`src/rtl/opsel_alu_pkg.sv`:
```
package opsel_alu_pkg;
  typedef enum logic [1:0] {
    ALU_NONE   = 2'd0,
    ALU_ADD    = 2'd1,
    ALU_AND    = 2'd2,
    ALU_INCXOR = 2'd3
  } alu_op_e;

  function automatic alu_op_e pick_op(input logic add, input logic andd,
                                      input logic incx);
    if (add)       return ALU_ADD;
    else if (andd) return ALU_AND;
    else if (incx) return ALU_INCXOR;
    else           return ALU_NONE;
  endfunction
endpackage

```
`src/rtl/opsel_alu_asel.sv`:
```
module opsel_alu_asel #(
  parameter int W    = 12,
  parameter int LO_W = 7
) (
  input  logic [W-1:0] ma_i,
  input  logic [W-1:0] pc_i,
  input  logic [W-1:0] mem_i,
  input  logic         sel_ma,
  input  logic         sel_ones,
  input  logic         lo_mem,
  input  logic         lo_pc,
  input  logic         hi_mem,
  input  logic         hi_pc,
  output logic [W-1:0] a_o
);
  for (genvar gi = 0; gi < W; gi++) begin : g_bit
    logic whole;
    assign whole = (sel_ma & ma_i[gi]) | sel_ones;
    if (gi < LO_W) begin : g_lo
      assign a_o[gi] = whole | (lo_mem & mem_i[gi]) | (lo_pc & pc_i[gi]);
    end else begin : g_hi
      assign a_o[gi] = whole | (hi_mem & mem_i[gi]) | (hi_pc & pc_i[gi]);
    end
  end
endmodule

```
`src/rtl/opsel_alu_bsel.sv`:
```
module opsel_alu_bsel #(
  parameter int W = 12
) (
  input  logic [W-1:0] ac_i,
  input  logic         sel_ac,
  input  logic         sel_ones,
  input  logic         sel_one,
  output logic [W-1:0] b_o
);
  localparam logic [W-1:0] ONE = W'(1);

  always_comb begin
    b_o = '0;
    if (sel_ac)   b_o = b_o | ac_i;
    if (sel_ones) b_o = b_o | '1;
    if (sel_one)  b_o = b_o | ONE;
  end
endmodule

```
`src/rtl/opsel_alu_core.sv`:
```
module opsel_alu_core
  import opsel_alu_pkg::*;
#(
  parameter int W = 12
) (
  input  alu_op_e      op,
  input  logic [W-1:0] a_i,
  input  logic [W-1:0] b_i,
  output logic [W-1:0] q_o,
  output logic         cout_o
);
  logic [W:0] wide;

  always_comb begin
    wide = '0;
    unique case (op)
      ALU_ADD:    wide = {1'b0, a_i} + {1'b0, b_i};
      ALU_AND:    wide = {1'b0, a_i & b_i};
      ALU_INCXOR: wide = {1'b0, a_i ^ b_i} + (W+1)'(1);
      default:    wide = '0;
    endcase
    q_o    = wide[W-1:0];
    cout_o = wide[W];
  end
endmodule

```
`src/rtl/opsel_alu.sv`:
```
module opsel_alu
  import opsel_alu_pkg::*;
#(
  parameter int W    = 12,
  parameter int LO_W = 7
) (
  input  logic         clk,
  input  logic         rst_n,
  input  logic [W-1:0] ma_i,
  input  logic [W-1:0] pc_i,
  input  logic [W-1:0] mem_i,
  input  logic         a_sel_ma,
  input  logic         a_sel_ones,
  input  logic         a_lo_mem,
  input  logic         a_lo_pc,
  input  logic         a_hi_mem,
  input  logic         a_hi_pc,
  input  logic         b_sel_ac,
  input  logic         b_sel_ones,
  input  logic         b_sel_one,
  input  logic         op_add,
  input  logic         op_and,
  input  logic         op_incxor,
  input  logic         ac_wr,
  input  logic         ac_clr,
  input  logic         link_wr,
  output logic [W-1:0] result,
  output logic         carry_out,
  output logic         new_link,
  output logic [W-1:0] ac_q,
  output logic         link_q,
  output logic         ac_zero
);
  logic [W-1:0] a_op, b_op, ac_d;
  logic         link_d, ac_en;
  alu_op_e      op;

  assign op = pick_op(op_add, op_and, op_incxor);

  opsel_alu_asel #(.W(W), .LO_W(LO_W)) u_asel (
    .ma_i(ma_i), .pc_i(pc_i), .mem_i(mem_i),
    .sel_ma(a_sel_ma), .sel_ones(a_sel_ones),
    .lo_mem(a_lo_mem), .lo_pc(a_lo_pc),
    .hi_mem(a_hi_mem), .hi_pc(a_hi_pc),
    .a_o(a_op)
  );

  opsel_alu_bsel #(.W(W)) u_bsel (
    .ac_i(ac_q), .sel_ac(b_sel_ac), .sel_ones(b_sel_ones),
    .sel_one(b_sel_one), .b_o(b_op)
  );

  opsel_alu_core #(.W(W)) u_core (
    .op(op), .a_i(a_op), .b_i(b_op), .q_o(result), .cout_o(carry_out)
  );

  assign new_link = link_q ^ carry_out;

  // next-state
  always_comb begin
    ac_en  = ac_wr | ac_clr;
    ac_d   = ac_clr ? '0 : result;
    link_d = new_link;
  end

  // registers
  always_ff @(posedge clk or negedge rst_n) begin
    if (!rst_n) begin
      ac_q <= '0;
    end else if (ac_en) begin
      ac_q <= ac_d;
    end
  end

  always_ff @(posedge clk or negedge rst_n) begin
    if (!rst_n) begin
      link_q <= 1'b0;
    end else if (link_wr) begin
      link_q <= link_d;
    end
  end

  assign ac_zero = (ac_q == '0);

  AST_OP_EXCLUSIVE: assert property (@(posedge clk) disable iff (!rst_n)
    $onehot0({op_add, op_and, op_incxor}));
  AST_IDLE_ZERO: assert property (@(posedge clk) disable iff (!rst_n)
    !(op_add | op_and | op_incxor) |-> (result == '0 && !carry_out));
  AST_AND_NO_CARRY: assert property (@(posedge clk) disable iff (!rst_n)
    op_and |-> !carry_out);
  AST_AC_CLEAR: assert property (@(posedge clk) disable iff (!rst_n)
    ac_clr |=> ac_q == '0);
  AST_AC_LOAD: assert property (@(posedge clk) disable iff (!rst_n)
    (ac_wr && !ac_clr) |=> ac_q == $past(result));
  AST_AC_HOLD: assert property (@(posedge clk) disable iff (!rst_n)
    (!ac_wr && !ac_clr) |=> $stable(ac_q));
  AST_LINK_LOAD: assert property (@(posedge clk) disable iff (!rst_n)
    link_wr |=> link_q == $past(link_q ^ carry_out));
  AST_LINK_HOLD: assert property (@(posedge clk) disable iff (!rst_n)
    !link_wr |=> $stable(link_q));
endmodule

```
`config.mk`:
```
export PLATFORM = sky130hd
export DESIGN_NAME = opsel_alu
export DESIGN_NICKNAME = d
export VERILOG_FILES = /design/src/rtl/opsel_alu_pkg.sv /design/src/rtl/opsel_alu_asel.sv /design/src/rtl/opsel_alu_bsel.sv /design/src/rtl/opsel_alu_core.sv /design/src/rtl/opsel_alu.sv
export SDC_FILE = /design/constraint.sdc
export NUM_CORES = 1
export LEC_CHECK = 0
export ABC_AREA = 1
export ABC_CLOCK_PERIOD_IN_PS = 8800
export BUFFER_PORTS_ARGS = -buffer_cell sky130_fd_sc_hd__clkbuf_2
export CORE_MARGIN = 4
export CORE_UTILIZATION = 30
export CTS_BUF_LIST = sky130_fd_sc_hd__clkbuf_4
export DETAILED_ROUTE_END_ITERATION = 7
export PLACE_DENSITY_LB_ADDON = 0.1
export RECOVER_POWER = 50
export SYNTH_ARGS = -nofsm -noshare
export SYNTH_HDL_FRONTEND = slang
export SYNTH_SLANG_ARGS = --single-unit
```
`constraint.sdc`:
```
create_clock -name clk -period 8.8 [get_ports clk]
set_clock_uncertainty 0.1 [all_clocks]
set_input_delay 1.76 -clock clk [delete_from_list [all_inputs] [get_ports clk]]
set_output_delay 1.76 -clock clk [all_outputs]
set_load 0.005 [all_outputs]
```
# Word level (Yosys, flattened, before mapping)
# Cells that the tools add are included.
[word_totals] regBits=13 in_bits=53 out_inout_bits=28 word_cells=92
[op_classes] addsub=2 n_eq_ne=3 n_mux=8 bitwise=76 n_reduce_logical=1
[ops] cell="13-bit one-hot mux with 3 select lines" count=1
[ops] cell="1-bit bitwise OR" count=37
[ops] cell="1-bit AND" count=36
[ops] cell="12-bit two-way mux" count=3
[ops] cell="12-bit by 1-bit adder with 13-bit output (second input constant)" count=1
[ops] cell="12-bit by 12-bit adder with 13-bit output" count=1
[ops] cell="12-bit AND" count=1
[ops] cell="12-bit zero test" count=1
[ops] cell="12-bit XOR" count=1
[ops] cell="2-bit two-way mux" count=3
[ops] cell="2-bit == test (second input constant)" count=2
[ops] cell="2-bit by 1-bit == test with 1-bit output (second input constant)" count=1
[ops] cell="1-bit two-way mux" count=1
[ops] cell="1-bit XOR" count=1

# Depth between registers and ports, before layout
# Gate-level depths: netlist of the first run.
[depth] depth_word=8 ltp_mapped=16 depth_no_buf=16

# By module
# Synthesis of the first run repeated with hierarchy kept, for this count alone.
[hier_totals] cells_unflattened=392 hier_area_um2=2173.3
[by_module_without_submodules] mod="opsel_alu_core" instances=1 cells_per_inst=218 area_per_inst_um2=1111.1 seq_area_each_um2=0.0
[by_module_without_submodules] mod="opsel_alu" instances=1 cells_per_inst=72 area_per_inst_um2=638.1 seq_area_each_um2=325.3
[by_module_without_submodules] mod="opsel_alu_asel" instances=1 cells_per_inst=74 area_per_inst_um2=307.8 seq_area_each_um2=0.0
[by_module_without_submodules] mod="opsel_alu_bsel" instances=1 cells_per_inst=28 area_per_inst_um2=116.4 seq_area_each_um2=0.0

# Worst setup path after synthesis of the first run
# No wires, ideal clock.
[synth_timing] path_kind="input to output" from="in a_sel_ma" to="out new_link" t_arrival_ns=3.471 t_required_ns=6.940 setup_slack_ns=3.469 path_stages=13 path_buffers=1 cell_sequence="clkbuf_1 > nand2_1 > nand3_1 > ha_1 > inv_1 > fa_1 > o21ai_2 > nand2_1 > nand3_2 > nand2_2 > nand2_2 > nand2_2 > and2_1"
[synth_between] elab_chain_cells=8 elab_cells_between_ends=53 classes_between="2 x add/sub; 1 x mux; 50 x bitwise"
[synth_rtl] element="start, declared" line_no="opsel_alu.sv:12" text="input logic a_sel_ma,"
[synth_rtl] element="1-bit AND" line_no="opsel_alu_asel.sv:18" text="assign whole = (sel_ma & ma_i[gi]) | sel_ones;"
[synth_rtl] element="1-bit bitwise OR" line_no="opsel_alu_asel.sv:18"
[synth_rtl] element="1-bit bitwise OR, on equally long branches (2 in series)" line_no="opsel_alu_asel.sv:20, opsel_alu_asel.sv:22"
[synth_rtl] element="12-bit XOR" line_no="opsel_alu_core.sv:19" text="ALU_INCXOR: wide = {1'b0, a_i ^ b_i} + (W+1)'(1);"
[synth_rtl] element="12-bit by 1-bit adder with 13-bit output" line_no="opsel_alu_core.sv:19"
[synth_rtl] element="13-bit one-hot mux with 3 select lines (*)" line_no="opsel_alu_core.sv:16" text="unique case (op)"
[synth_rtl] element="named net carry_out" line_no="opsel_alu.sv:28" text="output logic carry_out,"
[synth_rtl] element="1-bit XOR (*)" line_no="opsel_alu.sv:57" text="assign new_link = link_q ^ carry_out;"
[synth_rtl] element="end, declared" line_no="opsel_alu.sv:29" text="output logic new_link,"
# Mark *: on every way through the listed nets, which the timed path passes. The rest lies on a longest branch.

# Worst setup path in the final report of the first run
[layout_timing] from="in a_sel_ma" to="out new_link"
[layout_between] elab_chain_cells=8 elab_cells_between_ends=53 classes_between="2 x add/sub; 1 x mux; 50 x bitwise"
[layout_rtl] element="1-bit AND" line_no="opsel_alu_asel.sv:18"
[layout_rtl] element="1-bit bitwise OR" line_no="opsel_alu_asel.sv:18"
[layout_rtl] element="1-bit bitwise OR, on equally long branches (2 in series)" line_no="opsel_alu_asel.sv:20, opsel_alu_asel.sv:22"
[layout_rtl] element="12-bit XOR" line_no="opsel_alu_core.sv:19"
[layout_rtl] element="12-bit by 1-bit adder with 13-bit output" line_no="opsel_alu_core.sv:19"
[layout_rtl] element="13-bit one-hot mux with 3 select lines (*)" line_no="opsel_alu_core.sv:16"
[layout_rtl] element="1-bit XOR (*)" line_no="opsel_alu.sv:57"
# Every way passes the cells marked *; elsewhere a longest branch is shown, timed or not.

==> results of run 1 <==
-- logic make-up after synthesis --
kind of cell             after synthesis  synth area share
AO/OA/AOI/OAI                         55             0.171
XOR/XNOR                               1           0.00431
adder cells (fa/ha/maj)               14            0.0899
buffers and inverters                 67             0.131
flip-flops                            13             0.160
AND/OR/NAND/NOR                      204             0.443
-- through the flow --
step           area, µm²  setup slack (ps)  cells
2_1_floorplan       2030              3470    354
3_3_place_gp        2490              2900    506
3_5_place_dp        2490              2930    506
4_1_cts             2520              2920    510
5_1_grt             2510              2690    510
6_report            2510              2910    510
-- registers in the layout (all words and copies together), names as in the netlist --
signal,count
ac_q,12
link_q,1
-- Yosys cell counts --
| cell | instances |
|---|---|
| a22o_1 | 1 |
| o21ai_2 | 2 |
| o211ai_1 | 3 |
| nand4_1 | 7 |
| a221oi_1 | 10 |
| nor2_4 | 2 |
| nand3_2 | 3 |
| xor2_1 | 1 |
| ha_1 | 13 |
| clkinv_1 | 1 |
| buf_2 | 1 |
| nand3_1 | 30 |
| dfrtp_1 | 13 |
| fa_1 | 1 |
| o221ai_1 | 2 |
| o21ai_1 | 7 |
| and2_1 | 2 |
| a21oi_1 | 10 |
| nor2_2 | 3 |
| o21ai_0 | 15 |
| nand3b_1 | 1 |
| nor4_1 | 1 |
| nand2_1 | 127 |
| o22ai_1 | 1 |
| clkbuf_8 | 1 |
| clkbuf_1 | 2 |
| inv_1 | 61 |
| buf_4 | 1 |
| a31oi_1 | 2 |
| nor2_1 | 17 |
| a21o_1 | 2 |
| or2_2 | 3 |
| nand2_2 | 8 |
-- layer usage --
metal  vias up  wire length (µm)
met5         -                 0
met4         0               138
met3        11               246
met2        46              3390
met1      1162              3080
li1       1316                 -
-- power breakdown --
group	leakage (nW)	switching [mW]	internal, mW
Sequential	0.173	0.00459	0.0656
Combinational	1.24	0.104	0.0645
Clock	0.0184	0.0195	0.0207
-- layout make-up --
cell class | count | area (µm²) | area share
multi-input cells | 274 | 1440 | 0.573
well taps | 77 | 96.3 | 0.0383
repair buffers | 80 | 390 | 0.155
clock buffers | 4 | 30.0 | 0.0119
inverters | 62 | 233 | 0.0925
flip-flops and latches | 13 | 325 | 0.129
-- path summary, 6_finish.rpt --
kind,startpoint,end,slack (ps),depth (start not counted)
min in group asynchronous,rst_n,link_q$_DFFE_PN0P_,1400,1
hold / removal,ac_q[11]$_DFFE_PN0P_,ac_q[11]$_DFFE_PN0P_,410,2
max in group asynchronous,rst_n,ac_q[6]$_DFFE_PN0P_,6750,1
setup / recovery,a_sel_ma,new_link,2910,14
setup reg to reg,ac_q[0]$_DFFE_PN0P_,ac_q[6]$_DFFE_PN0P_,6380,12
hold reg to reg,ac_q[11]$_DFFE_PN0P_,ac_q[11]$_DFFE_PN0P_,410,2
-- worst max-delay path, cell delays in order --
cell,delay [ps]
clkbuf_2,180
a22o_1,270
nor2_1,230
inv_1,80
ha_1,360
ha_1,250
nand3_1,140
inv_1,100
nand2_2,90
clkinv_1,100
nand3_1,120
nand3_1,100
and2_1,160
clkbuf_2,100
==> results by group, run 1 <==
Outcome
  • Outcome: finished, final reports clean

GRT
  • Met1 usage: 0.214
  • Met2 usage: 0.303
  • GRT met3 Usage: 0.0292
  • Tot GR Track Use: 0.169
  • GRT overflow: 0
  • Gr busiest metal: met2
  • Vias in the first global route: 2,518
  • Largest net degree at the start of global routing: 14
  • First-pass GRT wire length: 11.6 mm
  • Antenna violations before repair: 0

Timing
  • Worst Tran Pin Value: 841 ps
  • RSZ-0062 raised after global routing: no
  • Hold Slack: 413 ps
  • Final setup viols: 0
  • Hold Violations, Final: 0
  • Period Utilization, post-route: 0.670
  • Min Clock Period, post-route: 5890 ps
  • Fin Setup TNS: 0 ps
  • Achievable frequency: 170 MHz
  • Final Slew Violations: 0
  • Slew HR: 0.438

CTS
  • CTS tree: done
  • CTS buffer count: 3
  • # H-tree levels: 1
  • Reg clk slew, reported paths: 80 ps
  • Clk buf depth: 2
  • Resized Gates After CTS: 0
  • Post-CTS setup buffers: 0
  • Clk sink count: 13
  • CTS root buffer: clkbuf_4
  • Post-cts hold buffer count: 0
  • Skew-Pair Late Insertion Delay: 270 ps

Route
  • WL/cell: 13.4 µm
  • Antenna Nets Post-Route: 0
  • Total number of vias: 2,535
  • Drt drc: 0
  • Initial DRC Count: 82
  • Total iterations of the first detailed-routing run: 5
  • Vias per inst: 4.97
  • Final WL: 6.86 mm

Floorplan
  • Starting Density: 0.315
  • Cell Rows: 29
  • Die Wd: 90.3 µm
  • # IOs: 81
  • Die H: 90.3 µm
  • Die ar.: 8150 µm²
  • Core area: 6460 µm²

Run
  • Max-Cap Viols: 0

Worst setup path
  • Critical path launch point type: primary input
  • Setup crit end kind: output port
  • CP Class: in -> out
  • Worst path required time: 6940 ps
  • Worst Path Arrival: 4030 ps
  • CP max FO: 12

Yosys
  • Synthesis Warnings: 0
  • Synth top area share: 0.235
  • Syn Inst Count: 354
  • Top cells by area, synth: nand2_1 (23%), dfrtp_1 (16%), inv_1 (11%)
  • Sequential area share after synthesis: 0.160
  • Syn Nets: 421
  • Synth Cell Area: 2030 µm²
  • Flops & latches, synth: 13
  • Post-Syn Area per Cell: 5.74 µm²
  • Largest area contributor in the netlist: nand2_1
  • Netlist cell types: 33

Place
  • PortBufs: 80
  • Global placement routability congestion: 0.863
  • Final HPWL DP: 5.96 mm

Power
  • Power Dens Cells: 111 nW/µm²
  • VDD IR max: 0.0705 mV
  • Leakage: 1.43 nW
  • Power Total: 279 µW

Cells and area
  • Layout Utilization: 0.389
  • Most frequent cells in the layout: nand2_1 (127), clkbuf_2 (72), inv_1 (61)
  • Commonest non-fill, non-tap cell in the layout: nand2_1
  • Area grow syn2layout: 23.8%
  • Nets: 501
  • Fraction of layout cells with a size suffix above 1: 0.224
  • Diode count: 0
  • Filler cells: 739

Min path
  • Hold Path Class: reg -> reg
No activity file was read; power rests on OpenSTA's default activity.
==> run 2, diff against run 1 <==
- ABC_CLOCK_PERIOD_IN_PS: 8800 -> 5800
- clock period: 8.8 -> 5.8 ns (I/O delays scaled with it)
==> run 2 against run 1 <==
  * Non-clock buffer count did not move
  * First-iteration DRC count rose by 12%
  * Critical path depth did not move
  * Clock power rose by 51%
  * Combinational power rose by 51%
  * Sequential power rose by 51%
  * Sequential cell count did not move
  * Sequential share of layout area did not move
  * Routed wire length fell by 1.2%
  * Final cell count did not move
  * Critical endpoint unchanged
  * Largest cell class unchanged
==> results by group, run 2 (same netlist as run 1, synthesis figures left out) <==
CTS
  • CTS tree: done
  • Clk buf depth: 2
  • CTS buffer count: 3
  • Reg clk slew, reported paths: 80 ps
  • Clk sink count: 13
  • Post-CTS setup buffers: 0
  • Skew-Pair Late Insertion Delay: 270 ps
  • Post-cts hold buffer count: 0
  • # H-tree levels: 1
  • Resized Gates After CTS: 0
  • CTS root buffer: clkbuf_4

Worst setup path
  • Setup crit end kind: output port
  • CP max FO: 12
  • Worst Path Arrival: 3410 ps
  • Critical path launch point type: primary input
  • CP Class: in -> out
  • Worst path required time: 4540 ps

Timing
  • Period Utilization, post-route: 0.805
  • Fin Setup TNS: 0 ps
  • Worst Tran Pin Value: 835 ps
  • Slew HR: 0.441
  • Final Slew Violations: 0
  • Final setup viols: 0
  • Hold Violations, Final: 0
  • Achievable frequency: 214 MHz
  • RSZ-0062 raised after global routing: no
  • Min Clock Period, post-route: 4670 ps

Cells and area
  • Largest Register: ac_q
  • Non-Filler Instances: 510
  • Most frequent cells in the layout: nand2_1 (127), clkbuf_2 (72), inv_1 (61)
  • Max reg flops: 12
  • Filler cells: 764
  • Fraction of layout cells with a size suffix above 1: 0.224
  • Diode count: 0
  • Area grow syn2layout: 23.8%
  • Top Registers: ac_q (12), link_q (1)
  • Commonest non-fill, non-tap cell in the layout: nand2_1
  • Nets: 501

Route
  • Vias per inst: 4.85
  • Antenna Nets Post-Route: 0
  • Total number of vias: 2,472
  • Drt drc: 0
  • Final WL: 6.77 mm
  • Initial DRC Count: 92
  • Total iterations of the first detailed-routing run: 4
  • WL/cell: 13.3 µm

Place
  • Placed insts: 506
  • Final HPWL DP: 5.91 mm
  • PortBufs: 80
  • Global placement routability congestion: 0.863

Floorplan
  • Die H: 90.3 µm
  • Core area: 6460 µm²
  • Cell Rows: 29
  • Die ar.: 8150 µm²
  • Die Wd: 90.3 µm
  • Starting Density: 0.315
  • # IOs: 81

Min path
  • Hold Path Class: reg -> reg

Run
  • Max-Cap Viols: 0

GRT
  • GRT overflow: 0
  • Antenna violations before repair: 0
  • Largest net degree at the start of global routing: 14
  • First-pass GRT wire length: 11.6 mm
  • Tot GR Track Use: 0.169
  • Vias in the first global route: 2,455

Power
  • VDD IR max: 0.0963 mV
  • Leakage: 1.43 nW
  • Power Dens Cells: 168 nW/µm²

Outcome
  • Outcome: finished, final reports clean
==> run 2: final cells by class <==
cell class,count,area [µm²],share of cell area
multi-input combinational,274,1440,0.573
timing repair buffer,80,390,0.155
sequential,13,325,0.129
inverter,62,233,0.0925
tap,77,96.3,0.0383
clock buffer,4,30.0,0.0119
==> run 2: routing by layer <==
metal | vias up | routed length, µm | track usage
met5 | - | 0 | 0
met4 | 0 | 59 | 0.0230
met1 | 1096 | 2960 | 0.221
met2 | 54 | 3410 | 0.299
met3 | 6 | 347 | 0.0292
li1 | 1316 | - | -
==> run 2: path summary, 6_finish.rpt <==
kind | endpoint | slack [ps] | from | cells after the start
worst max-delay path | new_link | 1130 | a_sel_ma | 14
worst min-delay path | ac_q[11]$_DFFE_PN0P_ | 410 | ac_q[11]$_DFFE_PN0P_ | 2
worst max register to register | ac_q[6]$_DFFE_PN0P_ | 3390 | ac_q[0]$_DFFE_PN0P_ | 12
worst min register to register | ac_q[11]$_DFFE_PN0P_ | 410 | ac_q[11]$_DFFE_PN0P_ | 2
max in group asynchronous | ac_q[1]$_DFFE_PN0P_ | 4360 | rst_n | 1
min in group asynchronous | link_q$_DFFE_PN0P_ | 800 | rst_n | 1
==> run 2: critical path, stage by stage <==
cell and delay (ps):
clkbuf_2 180, a22o_1 260, nor2_1 230, inv_1 80, ha_1 350, ha_1 250
nand3_1 140, inv_1 90, nand2_2 80, clkinv_1 90, nand3_1 120, nand3_1 100
and2_1 160, clkbuf_2 100
==> run 2: stage by stage <==
| step | util | setup WS, ps | hold WS [ps] | power, mW | instance area, µm² |
|---|---|---|---|---|---|
| 5_1_grt | 0.389 | 873 | 464 | 0.467 | 2510 |
| 3_3_place_gp | 0.386 | 1100 | 397 | 0.366 | 2490 |
| 3_5_place_dp | 0.386 | 1120 | 405 | 0.365 | 2490 |
| 6_report | 0.389 | 1130 | 414 | 0.421 | 2510 |
| 4_1_cts | 0.391 | 1120 | 425 | 0.428 | 2520 |
| 2_1_floorplan | - | 1670 | 394 | 0.273 | 2030 |
==> run 2: report_power, final <==
part / switching (mW) / internal, mW / leakage, nW
sequential: 0.00691 / 0.0996 / 0.173
clock: 0.0293 / 0.0313 / 0.0184
combinational: 0.156 / 0.0978 / 1.24
total: 0.193 / 0.229 / 1.43
==> run 3, diff against run 2 <==
- ABC_AREA: 1 -> 0
- ABC_CLOCK_PERIOD_IN_PS: 5800 -> 4800
- clock period: 5.8 -> 4.8 ns (I/O delays scaled with it)
==> run 3 against run 2 <==
  * Clock-buffer cell count unchanged
  * Cell area is 6.8% lower
  * Core utilization hardly changed
==> results by group, run 3 <==
Outcome
  • Outcome: finished, final reports clean

Worst setup path
  • CP Class: in -> out
  • Critical path launch point type: primary input
  • CP max FO: 12
  • RR Startpoint: ac_q[0]$_DFFE_PN0P_
  • Crit path launch: a_sel_ma
  • R2R cell count: 8
  • Worst Path Arrival: 3390 ps
  • Reg2Reg Setup Slack: 2060 ps
  • FF-to-FF End: ac_q[8]$_DFFE_PN0P_
  • Worst path required time: 3740 ps
  • Setup crit end kind: output port
  • Worst Setup EP: new_link

Place
  • Placed cell areas: 2320 µm²
  • Final HPWL DP: 5.71 mm
  • PortBufs: 80
  • Placed insts: 400
  • Global placement routability congestion: 0.896

CTS
  • CTS buffer count: 3
  • Reg clk slew, reported paths: 70 ps
  • Clk buf depth: 2
  • Post-CTS setup buffers: 0
  • CTS root buffer: clkbuf_4
  • # H-tree levels: 1
  • Skew-Pair Late Insertion Delay: 270 ps
  • Clk sink count: 13
  • Resized Gates After CTS: 0
  • Post-cts hold buffer count: 0
  • CTS tree: done

Timing
  • Period Utilization, post-route: 0.927
  • Worst Tran Pin Value: 676 ps
  • Fin Setup TNS: 0 ps
  • RSZ-0062 raised after global routing: no
  • Final setup viols: 0
  • Hold Violations, Final: 0
  • Slew HR: 0.550
  • Achievable frequency: 225 MHz
  • Min Clock Period, post-route: 4450 ps
  • Final Slew Violations: 0

Yosys
  • Post-synthesis compound-gate area fraction: 0.370
  • Main combinational cell family by area after synthesis: compound AO/OA/AOI/OAI gates
  • Top cells by area, synth: dfrtp_1 (17%), ha_1 (8.6%), nand2_1 (8.3%)
  • Syn Nets: 328
  • Mux cell area share after synthesis: 0.0211
  • Largest area contributor in the netlist: dfrtp_1
  • Synth top area share: 0.171
  • Flops & latches, synth: 13
  • Adder-Cell Fraction of Synth Area: 0.0962
  • Ys flop type: dfrtp_1
  • Sequential area share after synthesis: 0.171
  • Count leader, synth: nand2_1
  • Post-synthesis xor/xnor area fraction: 0.0508
  • Syn Inst Count: 261
  • Fraction of the mapped netlist area in simple logic gates: 0.231
  • Synth Cell Area: 1900 µm²
  • Share of flip-flops with an asynchronous set or reset: 1.00
  • Synthesis Warnings: 0
  • Post-Syn Area per Cell: 7.27 µm²
  • Netlist cell types: 52
  • Number of synthesized flops with an enable pin: 0
  • Most frequent cells after synthesis: nand2_1 (42), nor2_1 (26), a21oi_1 (25)

GRT
  • GRT overflow: 0
  • Vias in the first global route: 1,989
  • Antenna violations before repair: 0
  • Largest net degree at the start of global routing: 22
  • First-pass GRT wire length: 10.8 mm
  • Tot GR Track Use: 0.179

Cells and area
  • Top Registers: ac_q (12), link_q (1)
  • Diode count: 0
  • Fraction of layout cells with a size suffix above 1: 0.274
  • Area grow syn2layout: 23.5%
  • Most frequent cells in the layout: clkbuf_2 (78), nand2_1 (42), nor2_1 (26)
  • Layout Utilization: 0.389
  • Non-Filler Instances: 404
  • Finished Cell Area: 2340 µm²
  • Commonest non-fill, non-tap cell in the layout: clkbuf_2
  • Max reg flops: 12
  • Nets: 397
  • Filler cells: 682
  • Largest Register: ac_q

Floorplan
  • # IOs: 81
  • Die H: 87.5 µm
  • Starting Density: 0.315
  • Cell Rows: 28
  • Die Wd: 87.5 µm
  • Core area: 6030 µm²
  • Die ar.: 7660 µm²

Power
  • Combinational share of power: 0.600
  • Internal: 299 µW
  • Part of the power in registers: 0.266
  • Clock Power Share: 0.134
  • Switching Power: 228 µW
  • Switching fraction of total power: 0.433
  • Power Dens Cells: 225 nW/µm²
  • Leakage: 1.18 nW
  • VDD IR max: 0.127 mV

Route
  • Antenna Nets Post-Route: 0
  • WL/cell: 17.3 µm
  • Drt drc: 0
  • Initial DRC Count: 141
  • M1 WL: 3.37 mm
  • DR top layer: met4
  • Total number of vias: 2,184
  • Total iterations of the first detailed-routing run: 5
  • Final WL: 6.97 mm
  • Vias per inst: 5.41
  • Met2 WL post-DR: 3.25 mm
  • Routed wl met3: 316 µm

Run
  • Max-Cap Viols: 0

Min path
  • Hold Path Class: reg -> reg
run 3: worst min-delay path by stage:
stage	from	end	slack, ps	cells after the start
6_report	link_q$_DFFE_PN0P_	link_q$_DFFE_PN0P_	430	1
5_1_grt	link_q$_DFFE_PN0P_	link_q$_DFFE_PN0P_	450	1
4_1_cts	link_q$_DFFE_PN0P_	link_q$_DFFE_PN0P_	440	1
3_5_place_dp	link_q$_DFFE_PN0P_	link_q$_DFFE_PN0P_	430	1
3_3_place_gp	link_q$_DFFE_PN0P_	link_q$_DFFE_PN0P_	410	1
2_1_floorplan	link_q$_DFFE_PN0P_	link_q$_DFFE_PN0P_	410	1
run 3: cells by family (layout without fill, tap and decap cells):
family                   after synthesis  count (layout)
AO/OA/AOI/OAI                         96              96
XOR/XNOR                              11              11
multiplexers                           4               4
flip-flops                            13              13
adder cells (fa/ha/maj)               14              14
buffers and inverters                 25              93
AND/OR/NAND/NOR                       98              98
run 3: per-layer routing:
layer / up-vias / global-route usage
li1: 1098 / -
met1: 1015 / 0.259
met2: 67 / 0.299
met3: 4 / 0.00753
met4: 0 / 0.0293
met5: - / 0
run 3: area by class of cell:
cell class,instances,area (µm²),share of cell area
multi-input cells,223,1460,0.623
clock buffers,4,30.0,0.0128
inverters,8,30.0,0.0128
repair buffers,81,405,0.173
flip-flops and latches,13,325,0.139
well taps,75,93.8,0.0400
run 3: critical path: stages:
cell,delay (ps)
clkbuf_2,230
a22oi_1,130
nand2_1,80
ha_1,210
inv_1,70
fa_1,420
nor2b_1,280
o21bai_4,110
a211oi_2,250
o31a_1,220
or2_1,150
xor2_1,150
clkbuf_2,130
run 3: power by group through the flow:
stage	Sequential, mW	Clock [mW]	Combinational [mW]
after global routing	0.143	0.0774	0.350
final	0.141	0.0705	0.317
after CTS	0.141	0.0727	0.316
after floorplan	0.139	0	0.204
after global placement	0.143	0	0.316
after detailed placement	0.143	0	0.315
run 3: stage by stage:
stage          setup WS, ps  hold WS [ps]  total power, mW
2_1_floorplan           728           405            0.343
3_3_place_gp            410           411            0.459
3_5_place_dp            406           430            0.458
4_1_cts                 379           445            0.530
5_1_grt                 181           453            0.571
6_report                348           431            0.528
